===== src/rtl/stat_diag_pkg.sv =====
package stat_diag_pkg;

    localparam int STAT_W = 2;

    typedef logic [STAT_W-1:0] stat_t;

    localparam stat_t TRAIN_LO = 2'b00;
    localparam stat_t TRAIN_HI = 2'b11;

    localparam int BIT_FORCE  = 0;
    localparam int BIT_INSERT = 1;
    localparam int NUM_LSB    = 2;

    typedef enum logic [1:0] {
        OSEL_PASS  = 2'd0,
        OSEL_FLIP  = 2'd1,
        OSEL_TRAIN = 2'd2
    } osel_e;

    function automatic stat_t train_code(input logic in_low_run);
        return in_low_run ? TRAIN_LO : TRAIN_HI;
    endfunction

    function automatic stat_t apply_sel(input osel_e sel, input stat_t word,
                                        input stat_t train);
        case (sel)
            OSEL_FLIP:  return ~word;
            OSEL_TRAIN: return train;
            default:    return word;
        endcase
    endfunction

endpackage


===== src/rtl/stat_diag_regs.sv =====
module stat_diag_regs
    import stat_diag_pkg::*;
#(
    parameter int NUM_W = 6
) (
    input  logic             clk,
    input  logic             rst,
    input  logic             wr,
    input  logic [NUM_W+1:0] wdata,
    input  logic             done,
    output logic             force_o,
    output logic             insert_o,
    output logic [NUM_W-1:0] num_o,
    output logic             load_o,
    output logic [NUM_W-1:0] load_num_o
);

    logic             force_q;
    logic             insert_q;
    logic [NUM_W-1:0] num_q;
    logic             wr_insert;

    assign wr_insert  = wdata[BIT_INSERT];
    assign load_o     = wr && wr_insert && !insert_q;
    assign load_num_o = wdata[NUM_LSB +: NUM_W];

    always_ff @(posedge clk) begin
        if (rst) begin
            force_q <= 1'b0;
            num_q   <= '0;
        end else if (wr) begin
            force_q <= wdata[BIT_FORCE];
            num_q   <= wdata[NUM_LSB +: NUM_W];
        end
    end

    always_ff @(posedge clk) begin
        if (rst) begin
            insert_q <= 1'b0;
        end else if (wr && !wr_insert) begin
            insert_q <= 1'b0;
        end else if (load_o) begin
            insert_q <= 1'b1;
        end else if (done) begin
            insert_q <= 1'b0;
        end
    end

    assign force_o  = force_q;
    assign insert_o = insert_q;
    assign num_o    = num_q;

endmodule


===== src/rtl/stat_inject_ctl.sv =====
module stat_inject_ctl #(
    parameter int NUM_W = 6
) (
    input  logic             clk,
    input  logic             rst,
    input  logic             load,
    input  logic [NUM_W-1:0] load_num,
    input  logic             insert,
    input  logic             force_train,
    input  logic             frm_dip,
    output logic             flip,
    output logic             done,
    output logic [NUM_W-1:0] rem_o
);

    logic [NUM_W-1:0] rem_q;
    logic             at_boundary;
    logic             last_one;

    assign at_boundary = insert && !force_train && frm_dip;
    assign last_one    = (rem_q <= NUM_W'(1));
    assign flip        = at_boundary && (rem_q != '0);
    assign done        = at_boundary && last_one;

    always_ff @(posedge clk) begin
        if (rst) begin
            rem_q <= '0;
        end else if (load) begin
            rem_q <= load_num;
        end else if (flip) begin
            rem_q <= rem_q - 1'b1;
        end
    end

    assign rem_o = rem_q;

endmodule


===== src/rtl/stat_train_gen.sv =====
module stat_train_gen
    import stat_diag_pkg::*;
#(
    parameter int ZERO_LEN = 10,
    parameter int ONE_LEN  = 10
) (
    input  logic  clk,
    input  logic  rst,
    input  logic  run,
    output stat_t code
);

    localparam int PERIOD = ZERO_LEN + ONE_LEN;
    localparam int PW     = (PERIOD > 1) ? $clog2(PERIOD) : 1;

    logic [PW-1:0] pos_q;

    always_ff @(posedge clk) begin
        if (rst || !run) begin
            pos_q <= '0;
        end else if (pos_q == PW'(PERIOD - 1)) begin
            pos_q <= '0;
        end else begin
            pos_q <= pos_q + 1'b1;
        end
    end

    assign code = train_code(pos_q < PW'(ZERO_LEN));

endmodule


===== src/rtl/stat_err_tally.sv =====
module stat_err_tally #(
    parameter int CNT_W = 8
) (
    input  logic             clk,
    input  logic             rst,
    input  logic             hit,
    output logic [CNT_W-1:0] count
);

    logic [CNT_W-1:0] cnt_q;

    always_ff @(posedge clk) begin
        if (rst) begin
            cnt_q <= '0;
        end else if (hit && (cnt_q != '1)) begin
            cnt_q <= cnt_q + 1'b1;
        end
    end

    assign count = cnt_q;

endmodule


===== src/rtl/stat_diag_inject.sv =====
module stat_diag_inject
    import stat_diag_pkg::*;
#(
    parameter int NUM_W    = 6,
    parameter int CNT_W    = 8,
    parameter int ZERO_LEN = 10,
    parameter int ONE_LEN  = 10,
    localparam int WR_W    = NUM_W + 2,
    localparam int REG_W   = WR_W + CNT_W
) (
    input  logic             clk,
    input  logic             rst,
    input  logic             reg_wr,
    input  logic [WR_W-1:0]  reg_wdata,
    output logic [REG_W-1:0] reg_rdata,
    input  logic [1:0]       stat_word,
    input  logic             stat_is_dip,
    input  logic             rx_dip_err,
    output logic [1:0]       stat_out
);

    logic             force_q;
    logic             insert_q;
    logic [NUM_W-1:0] num_q;
    logic             load;
    logic [NUM_W-1:0] load_num;
    logic             flip;
    logic             done;
    logic [NUM_W-1:0] rem_q;
    logic [CNT_W-1:0] err_cnt;
    stat_t            train;
    osel_e            sel;
    stat_t            out_q;

    stat_diag_regs #(.NUM_W(NUM_W)) u_regs (
        .clk        (clk),
        .rst        (rst),
        .wr         (reg_wr),
        .wdata      (reg_wdata),
        .done       (done),
        .force_o    (force_q),
        .insert_o   (insert_q),
        .num_o      (num_q),
        .load_o     (load),
        .load_num_o (load_num)
    );

    stat_inject_ctl #(.NUM_W(NUM_W)) u_ctl (
        .clk         (clk),
        .rst         (rst),
        .load        (load),
        .load_num    (load_num),
        .insert      (insert_q),
        .force_train (force_q),
        .frm_dip     (stat_is_dip),
        .flip        (flip),
        .done        (done),
        .rem_o       (rem_q)
    );

    stat_train_gen #(.ZERO_LEN(ZERO_LEN), .ONE_LEN(ONE_LEN)) u_train (
        .clk  (clk),
        .rst  (rst),
        .run  (force_q),
        .code (train)
    );

    stat_err_tally #(.CNT_W(CNT_W)) u_tally (
        .clk   (clk),
        .rst   (rst),
        .hit   (rx_dip_err),
        .count (err_cnt)
    );

    always_comb begin
        if (force_q)   sel = OSEL_TRAIN;
        else if (flip) sel = OSEL_FLIP;
        else           sel = OSEL_PASS;
    end

    always_ff @(posedge clk) begin
        if (rst) begin
            out_q <= '0;
        end else begin
            out_q <= apply_sel(sel, stat_word, train);
        end
    end

    assign stat_out  = out_q;
    assign reg_rdata = {err_cnt, num_q, insert_q, force_q};

endmodule


===== config.mk =====
export PLATFORM = sky130hd
export DESIGN_NAME = stat_diag_inject
export DESIGN_NICKNAME = d
export VERILOG_FILES = /design/src/rtl/stat_diag_pkg.sv /design/src/rtl/stat_diag_regs.sv /design/src/rtl/stat_inject_ctl.sv /design/src/rtl/stat_train_gen.sv /design/src/rtl/stat_err_tally.sv /design/src/rtl/stat_diag_inject.sv
export SDC_FILE = /design/constraint.sdc
export NUM_CORES = 1
export LEC_CHECK = 0
export CORE_MARGIN = 8
export CORE_UTILIZATION = 48
export CTS_BUF_LIST = sky130_fd_sc_hd__clkbuf_16
export CTS_CLUSTER_SIZE = 30
export DETAILED_ROUTE_END_ITERATION = 8
export DONT_BUFFER_PORTS = 1
export PLACE_DENSITY = 0.63
export SETUP_SLACK_MARGIN = 0.15
export SLEW_MARGIN = 20
export SYNTH_ARGS = -nofsm -noshare
export SYNTH_HDL_FRONTEND = slang
export SYNTH_SLANG_ARGS = --single-unit

===== constraint.sdc =====
create_clock -name clk -period 2.7 [get_ports clk]
set_input_delay 0.405 -clock clk [delete_from_list [all_inputs] [get_ports clk]]
set_output_delay 0.405 -clock clk [all_outputs]
set_load 0.01 [all_outputs]

# Word level (Yosys, flattened, before mapping)

Cells that the tools add are included.

Flip-flop bits (word level): 29
Bits in latches: 0
Bits in writable memories: 0
ROM bits: 0
Input port bits: 15
Output and inout port bits: 18
Logic and storage cells: 42
Memories kept: 0

Add/sub/neg operators: 3
Multipliers: 0
Div/mod/pow operators: 0
Order comparisons: 2
Eq/ne operators: 4
Shift-type cells: 0
Muxes and demuxes: 8
Bitwise logic cells: 1
Reductions and logical operators: 17

Operator list:

| kind                | count |
|---|---|
| $mux 6              | 2 |
| $add 8x1->8 const B | 1 |
| $logic_and 1x1->1   | 8 |
| $ne 8x8->1 const B  | 1 |
| $le 6x1->1 const B  | 1 |
| $reduce_bool 6->1   | 1 |
| $sub 6x1->6 const B | 1 |
| $add 5x1->5 const B | 1 |
| $eq 5x5->1 const B  | 1 |
| $lt 5x4->1 const B  | 1 |
| $mux 2              | 2 |
| $pmux 2 s2          | 1 |
| $reduce_bool 2->1   | 2 |
| $reduce_or 2->1     | 2 |
| $logic_not 1->1     | 3 |
| $mux 1              | 3 |
| $eq 2x1->1 const B  | 1 |
| $eq 2x2->1 const B  | 1 |
| $not 2->2           | 1 |
| $logic_or 1x1->1    | 1 |

# Longest topological paths before layout

Gate-level depths: netlist (run 1).

Depth in word-level cells: 8
Depth in mapped cells: 6
Gate-level depth less buffers: 5

# Modules after synthesis

Synthesis (run 1) repeated with hierarchy kept, for this count alone.

Cells, all modules: 158
Area, all modules: 1462.7 µm²

By module, submodules not included:

| module           | instances | cells each | area each (µm²) | seq. area each (µm²) |
|---|---|---|---|---|
| stat_err_tally   | 1         | 46         | 430.4           | 160.2 |
| stat_inject_ctl  | 1         | 46         | 366.6           | 120.1 |
| stat_diag_regs   | 1         | 33         | 349.1           | 160.2 |
| stat_train_gen   | 1         | 22         | 212.7           | 100.1 |
| stat_diag_inject | 1         | 11         | 103.8           | 40.0 |

# Worst setup path before layout (run 1)

No wires, ideal clock.

Kind: flip-flop to flip-flop
Start point: reg u_ctl.rem_q[0] (netlist: u_ctl.rem_o[0])
End point: reg u_ctl.rem_q[1] (netlist: u_ctl.rem_o[1])
Library setup time: 103 ps
Arrival time: 1332 ps
Data required time: 2597 ps
Slack: 1265 ps
Cell stages (with the launch flop): 6
Path buffers: 0
Period minus slack after synthesis: 1435 ps
Path through: dfxtp_1 > inv_1 > ha_1 > a31oi_4 > nor3_2 > a2111oi_2

Cells in the longest elaborated chain, start to end: 3
Elaborated cells between the ends (all ways): 6
Classes of those cells: add/sub (1); mux (2); reduce/logical (3)

RTL lines:

| element                                                 | line                                         | RTL |
|---|---|---|
| start, declared                                         | stat_inject_ctl.sv:16                        | `logic [NUM_W-1:0] rem_q;` |
| start signal, assigned                                  | stat_inject_ctl.sv:29                        | `rem_q <= load_num;` |
| start signal, assigned                                  | stat_inject_ctl.sv:31                        | `rem_q <= rem_q - 1'b1;` |
| $sub 6x1->6 / $reduce_bool 6->1 (equally long branches) | stat_inject_ctl.sv:31, stat_inject_ctl.sv:22 |  |
| $mux 6 / $logic_and 1x1->1 (equally long branches)      | stat_inject_ctl.sv:30, stat_inject_ctl.sv:22 |  |
| $mux 6 / $reduce_bool 2->1 (equally long branches)      | n/a                                          |  |

Several ways; a longest one is shown, not always the timed one. The select of a mux whose other input is x is not followed.
A chain may end at the register's enable or synchronous reset.

# Worst setup path after layout (run 1)

Ends and elaborated chain as after synthesis.

==> flow_metrics.py, run 1 <==
metrics = {
    "worst_hold_path": {
        "hold_class": "in -> reg",
    },
    "route": {
        "ant_nets": 0,
        "routed_wl_um": 3120,
        "vias": 1089,
        "drc": 0,
        "dr.pass1.iters": 4,
        "detail_route.iter0.violations": 45,
        "via_per_inst": 5.89,
        "wl_per_cell_um": 16.9,
    },
    "clock_tree": {
        "cts.path.max_buffers": 2,
        "numCtsBuffers": 5,
        "root_buffer": "clkbuf_16",
        "tritoncts": "built",
        "clock_sinks": 29,
        "cts-hold-fix-buffers": 0,
        "clk_pin_slew_worst_paths_ns": 0.05,
        "post-cts-setup-buffer-count": 0,
        "clk-insertion-delay-late_ns": 0.27,
        "post_cts_resized": 0,
        "htree_levels": 2,
    },
    "synth": {
        "yosysUniqueCellTypes": 45,
        "syn_nets": 173,
        "yosys-top-cells-count": "dfxtp_1 (29), nor2_1 (22), nand3_1 (9)",
        "ys.flop_type": "dfxtp_1",
        "synth_area_um2": 1420,
        "yosysWarnings": 0,
        "synth_seq_cells": 29,
        "seq_area_frac_synth_pct": 40.8,
        "synth_area_leaders": "dfxtp_1 (41%), nor2_1 (5.8%), mux2i_1 (5.6%), ha_1 (4.4%), nand3_1 (3.2%)",
        "synth_edf_count": 0,
        "netlist_instances": 153,
        "async_flop_share_pct": 0,
        "synth_top_area_cell": "dfxtp_1",
        "syn_avg_cell_area_um2": 9.30,
        "yosysMostFrequentCell": "dfxtp_1",
        "synth_top_area_share_pct": 40.8,
    },
    "timing": {
        "fmax_mhz": 615,
        "whs_ns": 0.203,
        "slew_viol_final": 0,
        "period_share_pct": 60.3,
        "hold_viol": 0,
        "setup_viol": 0,
        "setup_tns_ns": 0,
        "fin_crit_ns": 1.63,
        "fin_skew_ns": 0.00344,
        "worstMarginPinSlew_ns": 0.462,
        "maxSlewHeadroom_pct": 69.1,
        "rsz0062_at_grt": "no",
    },
    "cells_and_area": {
        "fin_area_um2": 1580,
        "final_cell_count_no_fill": 185,
        "syn_to_final_growth_pct": 11.3,
        "n_antenna_cell": 0,
        "layout.nets": 173,
        "drive_above_1_share_pct": 9.74,
        "nFillCells": 261,
    },
    "floorplanning": {
        "core_area_um2": 2780,
        "start_util_pct": 51.1,
        "rows": 19,
        "dieArea_um2": 4960,
        "die_w_um": 70.4,
        "io-pin-count": 33,
        "die_h_um": 70.4,
    },
    "flow_run": {
        "drv_cap": 0,
    },
    "power_and_ir_drop": {
        "peakVddDrop_mv": 0.641,
        "pwr-share-comb_pct": 7.4,
        "seqPwrFrac_pct": 40.9,
        "intPower_mw": 0.916,
        "powerDensity_nw_per_um2": 738,
        "switchingPower_mw": 0.252,
        "clockPowerShare_pct": 51.7,
        "power_mw": 1.17,
        "leakagePower_nw": 0.607,
        "p_sw_share_pct": 21.6,
    },
    "worst_setup_path": {
        "crit_end": "u_ctl.rem_o[1]",
        "path_delay_family": "compound AO/OA/AOI/OAI gates",
        "critPathBufInv": 1,
        "critPathMaxFanout": 7,
        "crit_path_start_kind": "register",
        "reg2reg_from": "u_ctl.rem_o[0]",
        "worstSetupStartpoint": "u_ctl.rem_o[0]",
        "required_ns": 2.87,
        "crit_cells": 5,
        "rr_worst_depth": 5,
        "reg2reg_slack_ns": 1.07,
        "rr_endpoint": "u_ctl.rem_o[1]",
        "endpoint_kind": "register",
        "slowest_stage": "dfxtp_1",
        "worstPathArrival_ns": 1.80,
        "max_stage_delay_ns": 0.45,
        "cp_cell_sequence": "inv_1 -> ha_1 -> a31oi_4 -> nor3_2 -> a2111oi_2",
        "worstSetupPathType": "reg -> reg",
    },
    "global_route": {
        "overflow": 0,
        "antenna_found_initial": 0,
        "grt_start_max_net_pins": 27,
        "grt_pass1_vias": 1084,
        "grt_pass1_wl_um": 5190,
        "track_usage_pct": 13.0,
    },
    "status": {
        "status": "finished clean",
    },
    "placement": {
        "place.gp.congestion": 0.892,
        "io_buffers": 0,
        "dp_cells": 177,
        "hpwl_um": 2300,
        "placed_area_um2": 1420,
    },
}
## per-stage QoR
| step | setup slack [ns] | util [%] |
|---|---|---|
| floorplan | 1.26 | - |
| global placement | 1.20 | 51.1 |
| detailed placement | 1.11 | 51.1 |
| CTS | 1.08 | 56.9 |
| global route | 0.950 | 56.9 |
| finish | 1.07 | 56.9 |
## registers in the layout, indices dropped and copies added (netlist names)
| signal | cells |
|---|---|
| stat_out | 2 |
| u_ctl.rem_o | 6 |
| u_regs.force_o | 1 |
| u_regs.insert_o | 1 |
| u_regs.num_o | 6 |
| u_tally.count | 8 |
| u_train.pos_q | 5 |
## layer usage
metal	GRT usage, %	wire, um	up-vias
li1	-	-	547
met1	14.5	1340	494
met2	19.0	1360	40
met3	7.63	354	8
met4	6.70	63	0
met5	0	0	-
## cell families after synthesis
| family | after synthesis | share of synthesized area [%] |
|---|---|---|
| DFF | 29 | 40.8 |
| buffers and inverters | 11 | 3.96 |
| muxes | 9 | 6.42 |
| and+or+nand+nor | 65 | 25.2 |
| adders and majority gates | 5 | 4.40 |
| xor gates and xnor gates | 7 | 4.31 |
| AOI/OAI and AO/OA | 27 | 14.9 |
## worst min path at each step
stage | from | endpoint | slack (ns) | cells past startpoint
after floorplan | u_train.pos_q[0] | u_train.pos_q[0] | 0.42 | 1
after global placement | u_train.pos_q[0] | u_train.pos_q[0] | 0.44 | 1
after detailed placement | u_train.pos_q[0] | u_train.pos_q[0] | 0.46 | 1
after CTS | rst | u_ctl.rem_o[0] | 0.19 | 1
after global routing | rst | u_ctl.rem_o[5] | 0.19 | 1
final | rst | u_ctl.rem_o[0] | 0.20 | 1
## power groups by stage
| stage | Sequential (mW) | Combinational, mW | Clock (mW) |
|---|---|---|---|
| after floorplan | 0.478 | 0.0861 | 0 |
| after global placement | 0.484 | 0.0830 | 0 |
| after detailed placement | 0.486 | 0.0859 | 0 |
| after CTS | 0.477 | 0.0866 | 0.620 |
| after global routing | 0.480 | 0.0988 | 0.634 |
| final | 0.478 | 0.0869 | 0.604 |
## worst reg2reg max path: stages, from the launching register on
cell	delay [ns]
dfxtp_1	0.45
inv_1	0.10
ha_1	0.30
a31oi_4	0.27
nor3_2	0.07
a2111oi_2	0.32
## layout make-up
| type | count | area (um2) | area share [%] |
|---|---|---|---|
| Clock buffer | 5 | 125 | 7.91 |
| Clock inverter | 3 | 37.5 | 2.37 |
| Inverter | 4 | 15.0 | 0.949 |
| Multi-Input combinational cell | 113 | 786 | 49.6 |
| Sequential cell | 29 | 581 | 36.7 |
| Tap cell | 31 | 38.8 | 2.45 |
## cell usage in the layout (no fill, tap or decap), drive strengths merged, types with 2 or more instances in the layout
master,count
a211oi,2
and3,3
ha,5
a31oi,5
nor2b,2
nand2,7
inv,5
nor2,23
o21a,2
and4,2
xor2,3
a2111oi,2
a21oi,6
o21ai,4
xnor2,4
nand4,3
nor3,7
mux2i,8
clkbuf,5
o31ai,2
nand3,9
dfxtp,29
No activity file was read; power rests on OpenSTA's default activity.
==> run 2, diff against run 1 <==
clock period = 1.6 ns   (was 2.7 ns; I/O delays follow)
==> run 2 against run 1 <==
  * Fmax increased by 17%
  * Worst hold slack lost 0.17 ns
  * Clock skew is 0.0014 ns higher
  * Register-to-register slack worse by 0.86 ns
  * Cell area rose by 4.6%
  * Utilization increased by 2.6 points
  * Wire length is 0.58% higher
  * Final cell count up 4.3%
  * First-iteration DRC count up 44%
  * Sequential power grew 67%
  * Global-route usage down 0.41 points
  * Critical path type unchanged
  * Critical endpoint is now u_tally.count[7]
  * Largest cell class unchanged
==> flow_metrics.py, run 2 (synthesized netlist as in run 1, its figures left out) <==
metrics = {
    "status": {
        "status": "finished clean",
    },
    "flow_run": {
        "drv_cap": 0,
    },
    "timing": {
        "hold_viol": 0,
        "maxSlewHeadroom_pct": 75.0,
        "whs_ns": 0.0382,
        "setup_viol": 0,
        "layout_setup_ws_ns": 0.210,
        "slew_viol_final": 0,
        "worstMarginPinSlew_ns": 0.373,
        "setup_tns_ns": 0,
        "period_share_pct": 86.8,
        "rsz0062_at_grt": "yes",
        "fin_skew_ns": 0.00481,
        "fmax_mhz": 720,
        "fin_crit_ns": 1.39,
    },
    "worst_setup_path": {
        "reg2reg_slack_ns": 0.21,
        "endpoint_kind": "register",
        "rr_worst_depth": 5,
        "worstSetupPathType": "reg -> reg",
        "worstPathArrival_ns": 1.54,
        "required_ns": 1.75,
        "max_stage_delay_ns": 0.36,
        "critPathMaxFanout": 4,
        "critPathBufInv": 0,
        "slowest_stage": "dfxtp_4",
        "cp_cell_sequence": "ha_4 -> nand4_1 -> nand4_1 -> nor2_1 -> mux2_2",
        "crit_path_start_kind": "register",
        "crit_cells": 5,
        "path_delay_family": "simple AND/OR/NAND/NOR gates",
        "cpMostUsedCell": "nand4_1",
    },
    "global_route": {
        "grt_start_max_net_pins": 27,
        "track_usage_pct": 12.6,
        "grtUsageMet1_pct": 14.6,
        "antenna_found_initial": 0,
        "overflow": 0,
        "grtUsageMet3_pct": 7.20,
        "grt_use_met2_pct": 18.0,
        "busiest_layer": "met2",
        "grt_pass1_vias": 1073,
        "grt_pass1_wl_um": 5070,
    },
    "cells_and_area": {
        "final_cell_count_no_fill": 193,
        "layout.nets": 181,
        "utilization_pct": 59.5,
        "n_antenna_cell": 0,
        "drive_above_1_share_pct": 19.1,
        "final_cell_mix": "dfxtp_1 (26), nor2_1 (21), nand3_1 (9)",
        "syn_to_final_growth_pct": 16.4,
        "final_common_cell": "dfxtp_1",
        "fin_area_um2": 1660,
        "largest_reg_flops": 8,
        "nFillCells": 253,
    },
    "power_and_ir_drop": {
        "power_mw": 1.83,
        "powerDensity_nw_per_um2": 1100,
        "leakagePower_nw": 0.638,
        "peakVddDrop_mv": 0.747,
    },
    "clock_tree": {
        "root_buffer": "clkbuf_16",
        "tritoncts": "built",
        "numCtsBuffers": 5,
        "clk_pin_slew_worst_paths_ns": 0.05,
        "clock_sinks": 29,
        "cts.path.max_buffers": 2,
        "clk-insertion-delay-late_ns": 0.27,
        "htree_levels": 2,
    },
    "route": {
        "ant_nets": 0,
        "wl_per_cell_um": 16.3,
        "dr.pass1.iters": 4,
        "vias": 1141,
        "routed_wl_um": 3140,
        "detail_route.iter0.violations": 65,
        "drc": 0,
        "via_per_inst": 5.91,
    },
    "floorplanning": {
        "die_h_um": 70.4,
        "io-pin-count": 33,
        "dieArea_um2": 4960,
        "die_w_um": 70.4,
        "start_util_pct": 51.1,
        "core_area_um2": 2780,
        "rows": 19,
    },
    "worst_hold_path": {
        "min_path_cells": 1,
        "hold_class": "in -> reg",
    },
    "placement": {
        "place.gp.congestion": 0.941,
        "pre_cts_ws_ns": 0.0420,
        "io_buffers": 0,
        "dp_cells": 183,
        "placed_area_um2": 1470,
        "hpwl_um": 2300,
    },
}
==> run 2: final timing paths <==
kind / from / to
worst max register to register: u_tally.count[1] / u_tally.count[7]
worst max-delay path: u_tally.count[1] / u_tally.count[7]
worst min register to register: u_train.pos_q[0] / u_train.pos_q[0]
worst min-delay path: rst / u_ctl.rem_o[1]
==> run 2: repair_timing <==
action / CTS / global route
pin swaps: 2 / 3
cloned: 0 / 0
setup buffers: 1 / 1
hold buffers: 0 / 0
endpoints found under the setup margin: 6 / 5
resized for setup: 6 / 5
==> run 2: area by class of cell <==
type	instances	area (um2)	area share, %
Clock buffer	5	125	7.56
Clock inverter	3	12.5	0.756
Inverter	4	15.0	0.907
Multi-Input combinational cell	113	817	49.4
Sequential cell	29	587	35.4
Tap cell	31	38.8	2.34
Timing Repair Buffer	8	60.1	3.63
==> run 2: where the power goes <==
part	internal [mW]	total (mW)	switching, mW	leakage (nW)
logic	0.0843	0.177	0.0930	0.331
clock network	0.559	0.847	0.289	0.0687
registers	0.759	0.800	0.0414	0.239
==> run 2: metal layers <==
layer	wire length (um)	part of all wire, %
met5	0	0
met4	44	1.4
met3	320	10
met2	1390	44
met1	1380	44
==> run 3, diff against run 2 <==
CORE_UTILIZATION = 50   (was 48)
PLACE_DENSITY = 0.65   (was 0.63)
==> run 3 against run 2 <==
  * Clock skew grew 0.0030 ns
  * Critical path depth down 1
  * Worst setup slack got worse by 0.023 ns
  * Via count decreased by 0.88%
  * Count of clock-buffer cells in the layout is the same
  * Non-clock buffer count up 1
  * Sequential cell count unchanged
  * Largest power group unchanged
==> flow_metrics.py, run 3 (synthesized netlist as in run 1, its figures left out) <==
metrics = {
    "clock_tree": {
        "clk-insertion-delay-late_ns": 0.27,
        "clock_sinks": 29,
        "root_buffer": "clkbuf_16",
        "htree_levels": 2,
        "cts.path.max_buffers": 2,
        "clk_pin_slew_worst_paths_ns": 0.05,
        "cts-hold-fix-buffers": 0,
        "tritoncts": "built",
        "numCtsBuffers": 5,
    },
    "cells_and_area": {
        "n_antenna_cell": 0,
        "drive_above_1_share_pct": 20.9,
        "layout.nets": 182,
        "final_cell_count_no_fill": 194,
        "syn_to_final_growth_pct": 19.3,
        "final_common_cell": "dfxtp_1",
        "largest_reg_flops": 8,
        "final_cell_mix": "dfxtp_1 (26), nor2_1 (20), nand3_1 (9), buf_4 (9), mux2i_1 (8)",
    },
    "worst_setup_path": {
        "required_ns": 1.76,
        "worstPathArrival_ns": 1.57,
        "critPathBufInv": 0,
        "cp_cell_sequence": "and4_2 -> nand4_1 -> nor2_2 -> mux2_4",
        "critPathMaxFanout": 4,
        "path_delay_family": "simple AND/OR/NAND/NOR gates",
        "slowest_stage": "dfxtp_1",
        "worstSetupPathType": "reg -> reg",
        "max_stage_delay_ns": 0.40,
        "crit_path_start_kind": "register",
        "endpoint_kind": "register",
        "reg2reg_slack_ns": 0.19,
    },
    "global_route": {
        "antenna_found_initial": 0,
        "grt_start_max_net_pins": 27,
        "overflow": 0,
        "grt_pass1_wl_um": 5230,
        "track_usage_pct": 13.1,
        "grt_pass1_vias": 1142,
    },
    "power_and_ir_drop": {
        "switchingPower_mw": 0.434,
        "clockPowerShare_pct": 50.9,
        "powerDensity_nw_per_um2": 1180,
        "p_sw_share_pct": 21.8,
        "peakVddDrop_mv": 1.00,
        "intPower_mw": 1.56,
        "pwr-share-comb_pct": 9.0,
        "leakagePower_nw": 0.658,
        "seqPwrFrac_pct": 40.1,
    },
    "timing": {
        "fin_crit_ns": 1.41,
        "slew_viol_final": 0,
        "setup_viol": 0,
        "layout_setup_ws_ns": 0.187,
        "hold_viol": 0,
        "rsz0062_at_grt": "yes",
        "period_share_pct": 88.3,
        "fmax_mhz": 708,
        "fin_skew_ns": 0.00779,
        "setup_tns_ns": 0,
        "maxSlewHeadroom_pct": 74.4,
        "worstMarginPinSlew_ns": 0.383,
    },
    "route": {
        "routed_wl_um": 3190,
        "via_per_inst": 5.83,
        "wl_per_cell_um": 16.5,
        "vias": 1131,
        "ant_nets": 0,
        "detail_route.iter0.violations": 50,
        "dr.pass1.iters": 4,
        "drc": 0,
    },
    "placement": {
        "hpwl_um": 2320,
        "dp_cells": 183,
        "io_buffers": 0,
        "pre_cts_ws_ns": 0.0510,
        "place.gp.congestion": 0.916,
    },
    "floorplanning": {
        "start_util_pct": 52.0,
        "io-pin-count": 33,
        "core_area_um2": 2730,
        "die_h_um": 69.3,
        "rows": 19,
        "dieArea_um2": 4810,
        "die_w_um": 69.3,
    },
    "flow_run": {
        "drv_cap": 0,
    },
    "status": {
        "status": "finished clean",
    },
    "worst_hold_path": {
        "hold_class": "in -> reg",
    },
}
run 3: layer usage:
| metal | up-vias | track usage, % | routed length [um] |
|---|---|---|---|
| met4 | 0 | 8.66 | 68 |
| li1 | 569 | - | - |
| met5 | - | 0 | 0 |
| met3 | 6 | 7.01 | 306 |
| met2 | 30 | 19.4 | 1450 |
| met1 | 526 | 14.2 | 1370 |
run 3: power groups by stage:
stage               Sequential, mW  Clock (mW)  Combinational [mW]
floorplan                    0.806           0               0.145
global placement             0.809           0               0.159
detailed placement           0.810           0               0.165
CTS                          0.797        1.04               0.168
global route                 0.805        1.06               0.195
finish                       0.800        1.02               0.180
run 3: timing repair:
item,in CTS,in global routing
buffers inserted,2,1
pin swaps,3,4
endpoints found under the setup margin,5,8
resized for setup,4,11
run 3: final timing paths:
| check | from | to | cells after the start |
|---|---|---|---|
| worst max-delay path | u_tally.count[0] | u_tally.count[7] | 4 |
| worst min-delay path | rst | u_ctl.rem_o[1] | 1 |
| worst max register to register | u_tally.count[0] | u_tally.count[7] | 4 |
| worst min register to register | u_train.pos_q[0] | u_train.pos_q[0] | 1 |
run 3: cell type report:
class | count | area [um2]
timing repair buffer | 9 | 67.6
fill | 234 | 1040
sequential | 29 | 589
inverter | 4 | 15.0
multi-input combinational | 113 | 825
clock buffer | 5 | 125
clock inverter | 3 | 37.5
tap | 31 | 38.8
run 3: stage by stage:
step | power [mW] | util [%] | instance area, um2 | hold slack (ns)
after floorplan | 0.952 | - | 1420 | 0.387
final | 2.00 | 62.1 | 1700 | 0.0367
after global placement | 0.968 | 53.6 | 1470 | 0.315
after detailed placement | 0.975 | 53.6 | 1470 | 0.315
after CTS | 2.00 | 60.4 | 1650 | 0.0251
after global routing | 2.06 | 62.1 | 1700 | 0.0323
run 3: worst reg2reg max path: stages, from the launching register on:
cell	delay (ns)
dfxtp_1	0.40
and4_2	0.29
nand4_1	0.15
nor2_2	0.16
mux2_4	0.30
